$ cat src/rtl/wdog_pkg.sv
package wdog_pkg;
   // Tick source encoding used by src_sel
   typedef enum logic [1:0] {
      SRC_RC    = 2'b00,
      SRC_INSTR = 2'b01,
      SRC_EXT   = 2'b10,
      SRC_EXT_B = 2'b11
   } wdog_src_e;
endpackage

$ cat src/rtl/wdog_tick_sel.sv
module wdog_tick_sel #(
   parameter bit STOP_INSTR_IN_HALT = 1'b1
) (
   input  logic [1:0] src_sel,
   input  logic       rc_tick,
   input  logic       instr_tick,
   input  logic       ext_tick,
   input  logic       halted,
   output logic       tick
);
   import wdog_pkg::*;

   logic instr_eff;

   generate
      if (STOP_INSTR_IN_HALT) begin : g_gate_instr
         // instruction clock stops while the core is halted
         assign instr_eff = instr_tick & ~halted;
      end else begin : g_free_instr
         logic unused_halted;
         assign unused_halted = halted;
         assign instr_eff = instr_tick;
      end
   endgenerate

   always_comb begin
      unique case (wdog_src_e'(src_sel))
         SRC_RC:    tick = rc_tick;
         SRC_INSTR: tick = instr_eff;
         default:   tick = ext_tick;
      endcase
   end
endmodule

$ cat src/rtl/wdog_chain.sv
module wdog_chain #(
   parameter int PRE_W = 8,
   parameter int CNT_W = 4
) (
   input  logic clk,
   input  logic rst_n,
   input  logic tick,
   input  logic restart,
   output logic expire
);
   generate
      if (PRE_W < 1 || PRE_W > 24) begin : g_bad_pre
         $error("wdog_chain: PRE_W out of range");
      end
      if (CNT_W < 1 || CNT_W > 16) begin : g_bad_cnt
         $error("wdog_chain: CNT_W out of range");
      end
   endgenerate

   logic [PRE_W-1:0] pre_q;
   logic [CNT_W-1:0] cnt_q;
   logic             pre_carry;

   assign pre_carry = tick & (&pre_q);
   assign expire    = ~restart & pre_carry & (&cnt_q);

   always_ff @(posedge clk or negedge rst_n) begin
      if (!rst_n) begin
         pre_q <= '0;
         cnt_q <= '0;
      end else if (restart) begin
         pre_q <= '0;
         cnt_q <= '0;
      end else if (tick) begin
         pre_q <= pre_q + 1'b1;
         if (pre_carry) cnt_q <= cnt_q + 1'b1;
      end
   end

   // a restart leaves both stages at zero on the next cycle
   assert_restart_zero_R4: assert property (@(posedge clk) disable iff (!rst_n)
      restart |=> (pre_q == '0 && cnt_q == '0));
endmodule

$ cat src/rtl/wdog_status.sv
module wdog_status (
   input  logic clk,
   input  logic rst_n,
   input  logic wdt_en,
   input  logic clr_wdt,
   input  logic halt_cmd,
   input  logic expire,
   output logic restart,
   output logic halted,
   output logic pd_flag,
   output logic to_flag,
   output logic wdt_rst_req,
   output logic wake_req
);
   logic take_halt, take_clr;

   assign take_halt = ~halted & halt_cmd;
   assign take_clr  = ~halted & clr_wdt & wdt_en;
   assign restart   = ~wdt_en | take_halt | take_clr;

   always_ff @(posedge clk or negedge rst_n) begin
      if (!rst_n) begin
         halted      <= 1'b0;
         pd_flag     <= 1'b0;
         to_flag     <= 1'b0;
         wdt_rst_req <= 1'b0;
         wake_req    <= 1'b0;
      end else begin
         wdt_rst_req <= 1'b0;
         wake_req    <= 1'b0;
         if (take_halt) begin
            halted  <= 1'b1;
            pd_flag <= 1'b1;
            to_flag <= 1'b0;
         end else if (take_clr) begin
            pd_flag <= 1'b0;
            to_flag <= 1'b0;
         end else if (expire) begin
            to_flag <= 1'b1;
            if (halted) begin
               wake_req <= 1'b1;
               halted   <= 1'b0;
            end else begin
               wdt_rst_req <= 1'b1;
            end
         end
      end
   end

   // reset request lasts a single cycle
   assert_rst_pulse_R5: assert property (@(posedge clk) disable iff (!rst_n)
      wdt_rst_req |=> !wdt_rst_req);
   // time-out flag only rises together with a request
   assert_to_rise_R5: assert property (@(posedge clk) disable iff (!rst_n)
      $rose(to_flag) |-> (wdt_rst_req || wake_req));
   // reset and wake are never requested together
   assert_req_exclusive_R6: assert property (@(posedge clk) disable iff (!rst_n)
      !(wdt_rst_req && wake_req));
   // a wake-up is only possible after a halt marked power-down
   assert_wake_pd_R6: assert property (@(posedge clk) disable iff (!rst_n)
      wake_req |-> pd_flag);
   // power-down flag holds for the whole halted state
   assert_halt_pd_R7: assert property (@(posedge clk) disable iff (!rst_n)
      halted |-> pd_flag);
   // a disabled watchdog raises no request
   assert_disabled_quiet_R8: assert property (@(posedge clk) disable iff (!rst_n)
      !$past(wdt_en) |-> (!wdt_rst_req && !wake_req));
endmodule

$ cat src/rtl/wdog_pdto.sv
module wdog_pdto #(
   parameter int PRE_W              = 8,
   parameter int CNT_W              = 4,
   parameter bit STOP_INSTR_IN_HALT = 1'b1
) (
   input  logic       clk,
   input  logic       rst_n,
   input  logic       wdt_en,
   input  logic [1:0] src_sel,
   input  logic       rc_tick,
   input  logic       instr_tick,
   input  logic       ext_tick,
   input  logic       clr_wdt,
   input  logic       halt_cmd,
   output logic       wdt_rst_req,
   output logic       wake_req,
   output logic       pd_flag,
   output logic       to_flag
);
   localparam int TOTAL_W = PRE_W + CNT_W;

   generate
      if (TOTAL_W > 32) begin : g_bad_total
         $error("wdog_pdto: time-out span too wide");
      end
   endgenerate

   logic tick, expire, restart, halted;

   wdog_tick_sel #(.STOP_INSTR_IN_HALT(STOP_INSTR_IN_HALT)) u_sel (
      .src_sel    (src_sel),
      .rc_tick    (rc_tick),
      .instr_tick (instr_tick),
      .ext_tick   (ext_tick),
      .halted     (halted),
      .tick       (tick)
   );

   wdog_chain #(.PRE_W(PRE_W), .CNT_W(CNT_W)) u_chain (
      .clk     (clk),
      .rst_n   (rst_n),
      .tick    (tick),
      .restart (restart),
      .expire  (expire)
   );

   wdog_status u_status (
      .clk         (clk),
      .rst_n       (rst_n),
      .wdt_en      (wdt_en),
      .clr_wdt     (clr_wdt),
      .halt_cmd    (halt_cmd),
      .expire      (expire),
      .restart     (restart),
      .halted      (halted),
      .pd_flag     (pd_flag),
      .to_flag     (to_flag),
      .wdt_rst_req (wdt_rst_req),
      .wake_req    (wake_req)
   );
endmodule

$ cat config.mk
export PLATFORM = sky130hd
export DESIGN_NAME = wdog_pdto
export DESIGN_NICKNAME = d
export VERILOG_FILES = /design/src/rtl/wdog_pkg.sv /design/src/rtl/wdog_tick_sel.sv /design/src/rtl/wdog_chain.sv /design/src/rtl/wdog_status.sv /design/src/rtl/wdog_pdto.sv
export SDC_FILE = /design/constraint.sdc
export NUM_CORES = 1
export LEC_CHECK = 0
export BUFFER_PORTS_ARGS = -buffer_cell sky130_fd_sc_hd__buf_2
export CAP_MARGIN = 5
export CORE_UTILIZATION = 56
export CTS_CLUSTER_SIZE = 8
export DETAILED_ROUTE_END_ITERATION = 7
export HOLD_SLACK_MARGIN = 0.03
export PLACE_DENSITY = 0.75
export SYNTH_ARGS = -nofsm -noshare
export SYNTH_HDL_FRONTEND = slang
export SYNTH_SLANG_ARGS = --single-unit
$ cat constraint.sdc
create_clock -name clk -period 3.15 [get_ports clk]
set_clock_uncertainty 0.1 [all_clocks]
set_input_delay 0.63 -clock clk [delete_from_list [all_inputs] [get_ports clk]]
set_output_delay 0.63 -clock clk [all_outputs]
set_load 0.02 [all_outputs]
==> results of run 1 <==
## through the flow
stage	hold slack (ns)	area [sq um]
5_1_grt	0.167	1000
3_5_place_dp	0.391	977
2_1_floorplan	0.234	900
3_3_place_gp	0.383	977
4_1_cts	0.159	1000
6_report	0.142	1000
## layer usage
metal | wire length (microns) | share of wire
met1 | 776 | 0.49
met2 | 737 | 0.46
met4 | 9 | 0.0057
met3 | 66 | 0.042
met5 | 0 | 0
## synth_stat cells
cell type / instances / area [sq um]
o211ai_1: 1 / 7.51
or3_2: 4 / 30.0
nor4_1: 2 / 12.5
a21oi_1: 10 / 50.1
nor2_1: 3 / 11.3
o31ai_4: 1 / 21.3
ha_1: 2 / 25.0
dfrtp_1: 17 / 425
xor2_1: 1 / 8.76
nand3_1: 3 / 15.0
or4_1: 3 / 22.5
and3b_2: 1 / 10.0
or3_1: 3 / 18.8
buf_6: 1 / 11.3
a2bb2oi_2: 1 / 15.0
or2_4: 1 / 8.76
or2b_1: 1 / 7.51
inv_1: 5 / 18.8
nand4_1: 3 / 18.8
nor2b_1: 1 / 6.26
o21ai_0: 12 / 60.1
o31ai_1: 2 / 15.0
and4_1: 2 / 17.5
clkbuf_1: 1 / 3.75
nand2_1: 5 / 18.8
o21a_1: 1 / 7.51
mux2i_1: 1 / 10.0
o311ai_2: 1 / 16.3
and2_1: 1 / 6.26
## kinds of logic after synthesis
| logic type | after synthesis | share of synthesized area |
|---|---|---|
| compound gates | 29 | 0.214 |
| buf+inv | 7 | 0.0375 |
| flops | 17 | 0.473 |
| fa+ha+maj | 2 | 0.0278 |
| simple gates | 33 | 0.227 |
| xor+xnor | 1 | 0.00974 |
| mux | 1 | 0.0111 |
## critical path, cell delays in order (launching register included)
cell	delay (ns)
dfrtp_1	0.48
and3b_2	0.27
o31ai_4	0.55
o21ai_0	0.19
a21oi_1	0.16
## sequential cells by signal, indices dropped and copies added (netlist names)
name / count
u_chain.cnt_q: 4
u_chain.pre_q: 8
u_status.halted: 1
u_status.pd_flag: 1
u_status.to_flag: 1
u_status.wake_req: 1
u_status.wdt_rst_req: 1
## cell type report
| class | instances | area, sq um | area share |
|---|---|---|---|
| multi-input combinational | 66 | 440 | 0.439 |
| tap | 16 | 20.0 | 0.0200 |
| inverter | 5 | 18.8 | 0.0187 |
| timing repair buffer | 14 | 72.6 | 0.0723 |
| clock buffer | 4 | 26.3 | 0.0262 |
| sequential | 17 | 425 | 0.424 |
## power by group
part	switching [mW]	total (mW)	leakage [nW]	internal, mW
sequential	0.00308	0.225	0.229	0.222
clock	0.0643	0.113	0.0150	0.0491
combinational	0.0219	0.0350	0.193	0.0131
total	0.0892	0.373	0.436	0.284
## how the worst max path moves through the flow
stage,endpoint,from,cells past startpoint,slack [ns]
floorplan,u_chain.pre_q[7]$_DFFE_PN0P_,rc_tick,4,1.35
global placement,u_chain.pre_q[5]$_DFFE_PN0P_,src_sel[0],5,1.14
detailed placement,u_chain.pre_q[7]$_DFFE_PN0P_,src_sel[0],5,1.10
CTS,u_chain.cnt_q[3]$_DFFE_PN0P_,u_status.halted$_DFFE_PN0P_,4,1.33
global route,u_chain.cnt_q[3]$_DFFE_PN0P_,u_status.halted$_DFFE_PN0P_,4,1.19
finish,u_chain.cnt_q[3]$_DFFE_PN0P_,u_status.halted$_DFFE_PN0P_,4,1.33
==> flow_summary.yaml, run 1 <==
outcome:
  status: "completed"
sta:
  setup_viol_count_final: 0
  max_freq_ghz: 0.548
  relSlewSlack: 0.598
  rsz0062_at_grt: "no"
  period_needed_ns: 1.82
  tns_ns: 0
  timing.final.crit_share: 0.579
  worst-slew-pin-transition_ns: 0.604
  setup_ws_ns: 1.33
  drv_slew: 0
  final_hold_viol_count: 0
critical_path:
  crit_path_end_kind: "register"
  critPathMaxFanout: 17
  startpoint_type: "register"
  crit_required_ns: 3.26
  ff2ff_setup_slack_ns: 1.33
  critical_path_arrival_ns: 1.93
  rr_worst_depth: 4
  crit_type: "register to register"
  reg2reg_to: "u_chain.cnt_q[3]$_DFFE_PN0P_"
  rr_startpoint: "u_status.halted$_DFFE_PN0P_"
routing:
  dr.pass1.iters: 4
  avgViaCountPerCell: 6.16
  routedWlPerCell_microns: 13.0
  drt_iter0_markers: 17
  vias: 752
  drcViolationCount: 0
  ant_nets: 0
  drt_wl_total_microns: 1590
synthesis:
  postSynthCellCount: 90
  seq_area_frac_synth: 0.473
  synth.distinct_cells: 29
  yosys_register_bits: 17
  synth_nets: 102
  netlist_area_sq_um: 900
  avgSynthCellArea_sq_um: 10.0
  yosysWarnings: 0
die:
  rows: 14
  die_w_microns: 42.1
  core_area_sq_mm: 0.00151
  initial_core_util: 0.597
  fp.dieArea_sq_mm: 0.00177
  pin_count: 14
  die_h_microns: 42.1
placed_design:
  pre_cts_slack_ns: 1.10
  gp_congestion: 0.794
  portBuffers: 13
  dp_hpwl_microns: 1200
  dp.cells: 118
global_route:
  grtUsageTotal: 0.203
  grt_use_met2: 0.303
  grt_max_degree: 18
  grt.met1_usage: 0.297
  grtUsageMet3: 0.0388
  grt_busiest_layer: "met2"
  antenna_found_initial: 0
  grt-ovfl-total: 0
  grt_pass1_wl_microns: 2730
  grt_pass1_vias: 647
finish:
  n_fill_cell: 121
  layout.cells.non_filler: 122
  postLayoutCoreUtil: 0.666
  final_common_cell: "dfrtp_1"
  n_antenna_cell: 0
  drive_above_1_share: 0.245
  final_cell_mix: "dfrtp_1 (17), buf_2 (13), o21ai_0 (12)"
  nets: 119
  areaGrowthSynthToFinish_pct: 11.5
clock_network:
  clk_path_buf_depth: 2
  htreeDepth: 1
  cts_tree: "done"
  clk_pin_slew_ns: 0.10
  post-cts-setup-buffers: 0
  cts_hold_buf: 0
  clockRootBuffer: "clkbuf_4"
  numCtsBuffers: 3
  clock-sinks: 17
  clkLatencyLatePin_ns: 0.28
  cts_resized: 0
pwr:
  peakVddDrop_mv: 0.259
  power.density_mw_per_mm2: 372
  total_power_mw: 0.373
  leakage_nw: 0.436
worst_hold_path:
  hp-class: "input pin to async pin"
flow_run:
  maxCapViolCount: 0
Power figures use the tool's default switching activity.
==> run 2: changes to the inputs <==
- ABC_AREA: not set -> 1
- CORE_UTILIZATION: 56 -> 55
- PLACE_DENSITY: 0.75 -> 0.73
- clock period: 3.15 -> 1.7 ns (I/O delays scaled with it)
==> run 2 against run 1 <==
  * Sequential share of layout area fell by 4.4 points
  * Core utilization decreased by 1.8 points
  * Area after synthesis rose by 13%
  * Sequential cell count is the same
  * Critical path depth up 2
  * Count of clock-buffer cells in the layout stayed put
  * Non-clock buffer count unchanged
  * Register-to-register slack worse by 1.1 ns
  * Critical path type unchanged
  * Critical endpoint is now u_status.halted$_DFFE_PN0P_
  * Largest cell class unchanged
  * Highest routed layer unchanged
==> flow_summary.yaml, run 2 <==
outcome:
  status: "completed"
clock_network:
  numCtsBuffers: 3
  cts_tree: "done"
  clock-sinks: 17
  clk_pin_slew_ns: 0.09
  htreeDepth: 1
  clockRootBuffer: "clkbuf_4"
  clkLatencyLatePin_ns: 0.28
  clk_path_buf_depth: 2
sta:
  whs_ns: 0.236
  rsz0062_at_grt: "no"
  final_hold_viol_count: 0
  relSlewSlack: 0.738
  max_freq_ghz: 0.675
  period_needed_ns: 1.48
  timing.final.crit_share: 0.872
  tns_ns: 0
  worst-slew-pin-transition_ns: 0.394
  setup_viol_count_final: 0
  drv_slew: 0
critical_path:
  rr_startpoint: "u_chain.pre_q[0]$_DFFE_PN0P_"
  rr_worst_depth: 6
  crit_type: "register to register"
  startpoint_type: "register"
  path_cells: "ha_1 -> nand3_1 -> nor2_8 -> nand4_4 -> nand2_1 -> inv_1"
  cpPeakStageDelay_ns: 0.42
  ff2ff_setup_slack_ns: 0.22
  worst_path_max_delay_cell: "dfrtp_1"
  crit_required_ns: 1.79
  critical_path_arrival_ns: 1.57
  crit_path_end_kind: "register"
  crit_start: "u_chain.pre_q[0]$_DFFE_PN0P_"
  critPathMaxFanout: 6
synthesis:
  postSynthCellCount: 124
  synth.distinct_cells: 21
  synth-simple-area-share: 0.433
  seq_area_frac_synth: 0.420
  synth_area_leaders: "dfrtp_1 (42%), nand2_1 (13%), nand3_1 (7.9%)"
  synth_nets: 136
  synth_xor_area_frac: 0.0173
  synthFlopType: "dfrtp_1"
  avgSynthCellArea_sq_um: 8.16
  synth.top_cell.area_share: 0.420
  synth-edff-count: 0
  async_flop_share: 1.00
  muxShareOfSynthArea: 0
  netlist_area_sq_mm: 0.00101
  yosys_register_bits: 17
  yosys.area.top_type: "dfrtp_1"
  synthAdderAreaFrac: 0.0247
  yosysMostFrequentCell: "nand2_1"
  synth_top_family_by_area: "simple AND/OR/NAND/NOR gates"
  yosysWarnings: 0
  synth_commonest_cells: "nand2_1 (35), dfrtp_1 (17), nand3_1 (16), inv_1 (12), nor2_1 (10)"
  synth_compound_area_frac: 0.0148
die:
  pin_count: 14
  die_w_microns: 44.9
  rows: 15
  initial_core_util: 0.586
  die_h_microns: 44.9
  fp.dieArea_sq_mm: 0.00202
  core_area_sq_mm: 0.00173
global_route:
  antenna_found_initial: 0
  grt_pass1_vias: 779
  grt_pass1_wl_microns: 3040
  grt_max_degree: 18
  grtUsageTotal: 0.211
  grt-ovfl-total: 0
routing:
  drt_iter0_markers: 15
  avgViaCountPerCell: 4.89
  routedWlPerCell_microns: 10.8
  drcViolationCount: 0
  vias: 807
  drt_wl_total_microns: 1790
  dr.pass1.iters: 4
  ant_nets: 0
finish:
  multiInputGateArea_sq_um: 495
  drive_above_1_share: 0.221
  design_area_sq_mm: 0.00112
  n_fill_cell: 161
  regMostFlops: "u_chain.pre_q"
  postLayoutCoreUtil: 0.648
  final_cell_mix: "nand2_1 (35), dfrtp_1 (17), nand3_1 (16)"
  areaGrowthSynthToFinish_pct: 10.5
  largestRegisters: "u_chain.pre_q (8), u_chain.cnt_q (4)"
  largest_reg_flops: 8
  final_common_cell: "nand2_1"
  seqCellArea_sq_um: 425
  nets: 153
  n_antenna_cell: 0
pwr:
  total_power_mw: 0.694
  power.density_mw_per_mm2: 621
  leakage_nw: 0.639
  peakVddDrop_mv: 0.509
worst_hold_path:
  hp-class: "input pin to register"
  whs_path_depth: 3
  min_from: "halt_cmd"
placed_design:
  place_area_sq_mm: 0.00108
  dp_hpwl_microns: 1340
  portBuffers: 13
  gp_congestion: 0.816
flow_run:
  maxCapViolCount: 0
==> run 2: changes by cell type in the layout (fill, tap and decap cells not counted), sizes merged, moves of 2 or more <==
| cell | previous run | this run |
|---|---|---|
| and4 | 2 | 0 |
| nor2 | 3 | 12 |
| o21ai | 12 | 1 |
| nor4 | 2 | 0 |
| nand4 | 3 | 10 |
| o31ai | 3 | 0 |
| nand3 | 3 | 18 |
| nand2 | 5 | 40 |
| or3 | 7 | 0 |
| inv | 5 | 15 |
| or4 | 3 | 0 |
| a21oi | 10 | 2 |
==> run 2: kinds of logic (layout without fill, tap and decap cells) <==
logic type / after synthesis / count (layout)
AND/OR/NAND/NOR: 82 / 82
XOR/XNOR: 2 / 2
buffers and inverters: 18 / 34
adder cells (fa/ha/maj): 2 / 2
flip-flops: 17 / 17
AO/OA/AOI/OAI: 3 / 3
==> run 2: power by group <==
group / switching, mW / internal [mW]
Sequential: 0.00567 / 0.411
Combinational: 0.0489 / 0.0240
Clock: 0.114 / 0.0910
Total: 0.169 / 0.526
==> run 2: area by class of cell <==
| cell class | instances | area share |
|---|---|---|
| Clock buffer | 4 | 0.0235 |
| Inverter | 16 | 0.0582 |
| Sequential cell | 17 | 0.380 |
| Tap cell | 25 | 0.0280 |
| Timing Repair Buffer | 14 | 0.0671 |
| Multi-Input combinational cell | 89 | 0.443 |
==> run 2: worst max-delay path: cells and delay by family, from the launching register on <==
kind / cells / cell delay [ns]
flip-flops: 1 / 0.42
adder cells (fa/ha/maj): 1 / 0.23
AND/OR/NAND/NOR: 4 / 0.60
buffers and inverters: 1 / 0.03
==> run 2: path summary, 6_finish.rpt <==
check | to
max in group asynchronous | u_chain.pre_q[3]$_DFFE_PN0P_
worst max register to register | u_status.halted$_DFFE_PN0P_
worst max-delay path | u_status.halted$_DFFE_PN0P_
worst min register to register | u_status.pd_flag$_DFFE_PN0N_
worst min-delay path | u_status.pd_flag$_DFFE_PN0N_
min in group asynchronous | u_status.wdt_rst_req$_DFF_PN0_
==> run 2: metrics by stage <==
stage          cells  setup slack, ns
2_1_floorplan    124            0.331
3_3_place_gp     160            0.257
3_5_place_dp     160            0.221
4_1_cts          165            0.205
5_1_grt          165           0.0967
6_report         165            0.218
==> run 2: what timing repair did <==
action                     4_1_cts  5_1_grt
hold buffers                     1        0
setup endpoints to repair        0        0
hold endpoints to repair        17        0
setup buffers                    0        0
resized for setup                0        0
==> run 2: metal layers <==
metal  vias to the layer above  share of wire  global-route usage
met5                         -              0                   0
met4                         0          0.021               0.109
met3                         4          0.015              0.0240
met2                         6           0.52               0.359
met1                       363           0.45               0.264
li1                        434              -                   -
==> run 3: changes to the inputs <==
- CORE_MARGIN: not set -> 2
- GPL_ROUTABILITY_DRIVEN: not set -> 0
==> run 3 against run 2 <==
  * First-iteration DRC count down 13%
  * Clock power increased by 5%
  * Critical path type unchanged
  * Critical endpoint unchanged
  * Core utilization is the same
  * Worst hold slack worse by 0.016 ns
  * Sequential share of layout area unchanged
  * Register-to-register slack is essentially flat
  * Wire length rose by 0.78%
==> flow_summary.yaml, run 3 (same netlist as run 2, synthesis figures left out) <==
die:
  die_h_microns: 46.9
  die_w_microns: 46.9
  core_area_sq_mm: 0.00173
  initial_core_util: 0.586
  rows: 15
  fp.dieArea_sq_mm: 0.00220
  pin_count: 14
placed_design:
  place_area_sq_mm: 0.00108
  dp.cells: 160
  dp_hpwl_microns: 1370
  pre_cts_slack_ns: 0.217
  portBuffers: 13
critical_path:
  critical_path_arrival_ns: 1.58
  worst_path_max_delay_cell: "dfrtp_1"
  path_cells: "ha_1 -> nand3_1 -> nor2_8 -> nand4_4 -> nand2_1 -> inv_1"
  cpPeakStageDelay_ns: 0.41
  crit_path_end_kind: "register"
  ff2ff_setup_slack_ns: 0.21
  critPathMaxFanout: 6
  crit_type: "register to register"
  crit_required_ns: 1.79
  startpoint_type: "register"
routing:
  drt_iter0_markers: 13
  drt_wl_total_microns: 1800
  routedWlPerCell_microns: 10.9
  avgViaCountPerCell: 4.99
  vias: 823
  ant_nets: 0
  dr.pass1.iters: 4
  drcViolationCount: 0
finish:
  final_cell_mix: "nand2_1 (35), dfrtp_1 (17), nand3_1 (16)"
  largestRegisters: "u_chain.pre_q (8), u_chain.cnt_q (4)"
  design_area_sq_mm: 0.00112
  postLayoutCoreUtil: 0.648
  largest_reg_flops: 8
  n_antenna_cell: 0
  final_common_cell: "nand2_1"
  regMostFlops: "u_chain.pre_q"
  areaGrowthSynthToFinish_pct: 10.5
  nets: 153
  drive_above_1_share: 0.221
  layout.cells.non_filler: 165
global_route:
  grt_max_degree: 18
  antenna_found_initial: 0
  grtUsageTotal: 0.197
  grt_pass1_wl_microns: 3060
  grt-ovfl-total: 0
  grt_pass1_vias: 767
pwr:
  power.density_mw_per_mm2: 628
  peakVddDrop_mv: 0.471
  total_power_mw: 0.702
  leakage_nw: 0.639
sta:
  relSlewSlack: 0.739
  rsz0062_at_grt: "no"
  final_hold_viol_count: 0
  worst-slew-pin-transition_ns: 0.392
  setup_ws_ns: 0.208
  setup_viol_count_final: 0
  max_freq_ghz: 0.670
  drv_slew: 0
  whs_ns: 0.221
  tns_ns: 0
  period_needed_ns: 1.49
  timing.final.crit_share: 0.878
clock_network:
  htreeDepth: 1
  clockRootBuffer: "clkbuf_4"
  numCtsBuffers: 3
  clkLatencyLatePin_ns: 0.29
  clk_pin_slew_ns: 0.09
  clock-sinks: 17
  clk_path_buf_depth: 2
  cts_tree: "done"
outcome:
  status: "completed"
flow_run:
  maxCapViolCount: 0
worst_hold_path:
  hp-class: "input pin to register"
-- run 3: repair_timing --
action,in CTS,in global routing
resized for setup,0,0
hold endpoints to repair,17,0
hold buffers,1,0
setup buffers,0,0
-- run 3: cell type report --
type	instances	area (sq um)
fill	167	608
multi-input combinational	89	495
sequential	17	425
timing repair buffer	14	75.1
inverter	16	65.1
tap	25	31.3
clock buffer	4	26.3
-- run 3: path summary, 6_finish.rpt --
| path | from | end | cells past startpoint |
|---|---|---|---|
| max | u_chain.pre_q[0]$_DFFE_PN0P_ | u_status.halted$_DFFE_PN0P_ | 6 |
| max reg2reg | u_chain.pre_q[0]$_DFFE_PN0P_ | u_status.halted$_DFFE_PN0P_ | 6 |
| min in group asynchronous | rst_n | u_chain.pre_q[6]$_DFFE_PN0P_ | 2 |
| min reg2reg | u_status.pd_flag$_DFFE_PN0N_ | u_status.pd_flag$_DFFE_PN0N_ | 2 |
| min | halt_cmd | u_status.pd_flag$_DFFE_PN0N_ | 3 |
| max in group asynchronous | rst_n | u_chain.pre_q[3]$_DFFE_PN0P_ | 2 |
-- run 3: worst max-delay path, delay by kind of cell, from the launching register on --
| family | cells | cell delay [ns] |
|---|---|---|
| adder cells (fa/ha/maj) | 1 | 0.23 |
| flip-flops | 1 | 0.41 |
| buffers and inverters | 1 | 0.04 |
| AND/OR/NAND/NOR | 4 | 0.61 |
-- run 3: report_power, final --
part           switching, mW  internal [mW]
combinational         0.0475         0.0239
clock                  0.123         0.0912
sequential           0.00566          0.411
total                  0.177          0.526
-- run 3: routing by layer --
layer | up-vias | share of wire | track usage
met2 | 6 | 0.50 | 0.321
met4 | 0 | 0.014 | 0.0833
met1 | 380 | 0.48 | 0.265
met5 | - | 0 | 0
li1 | 433 | - | -
met3 | 4 | 0.014 | 0.0231
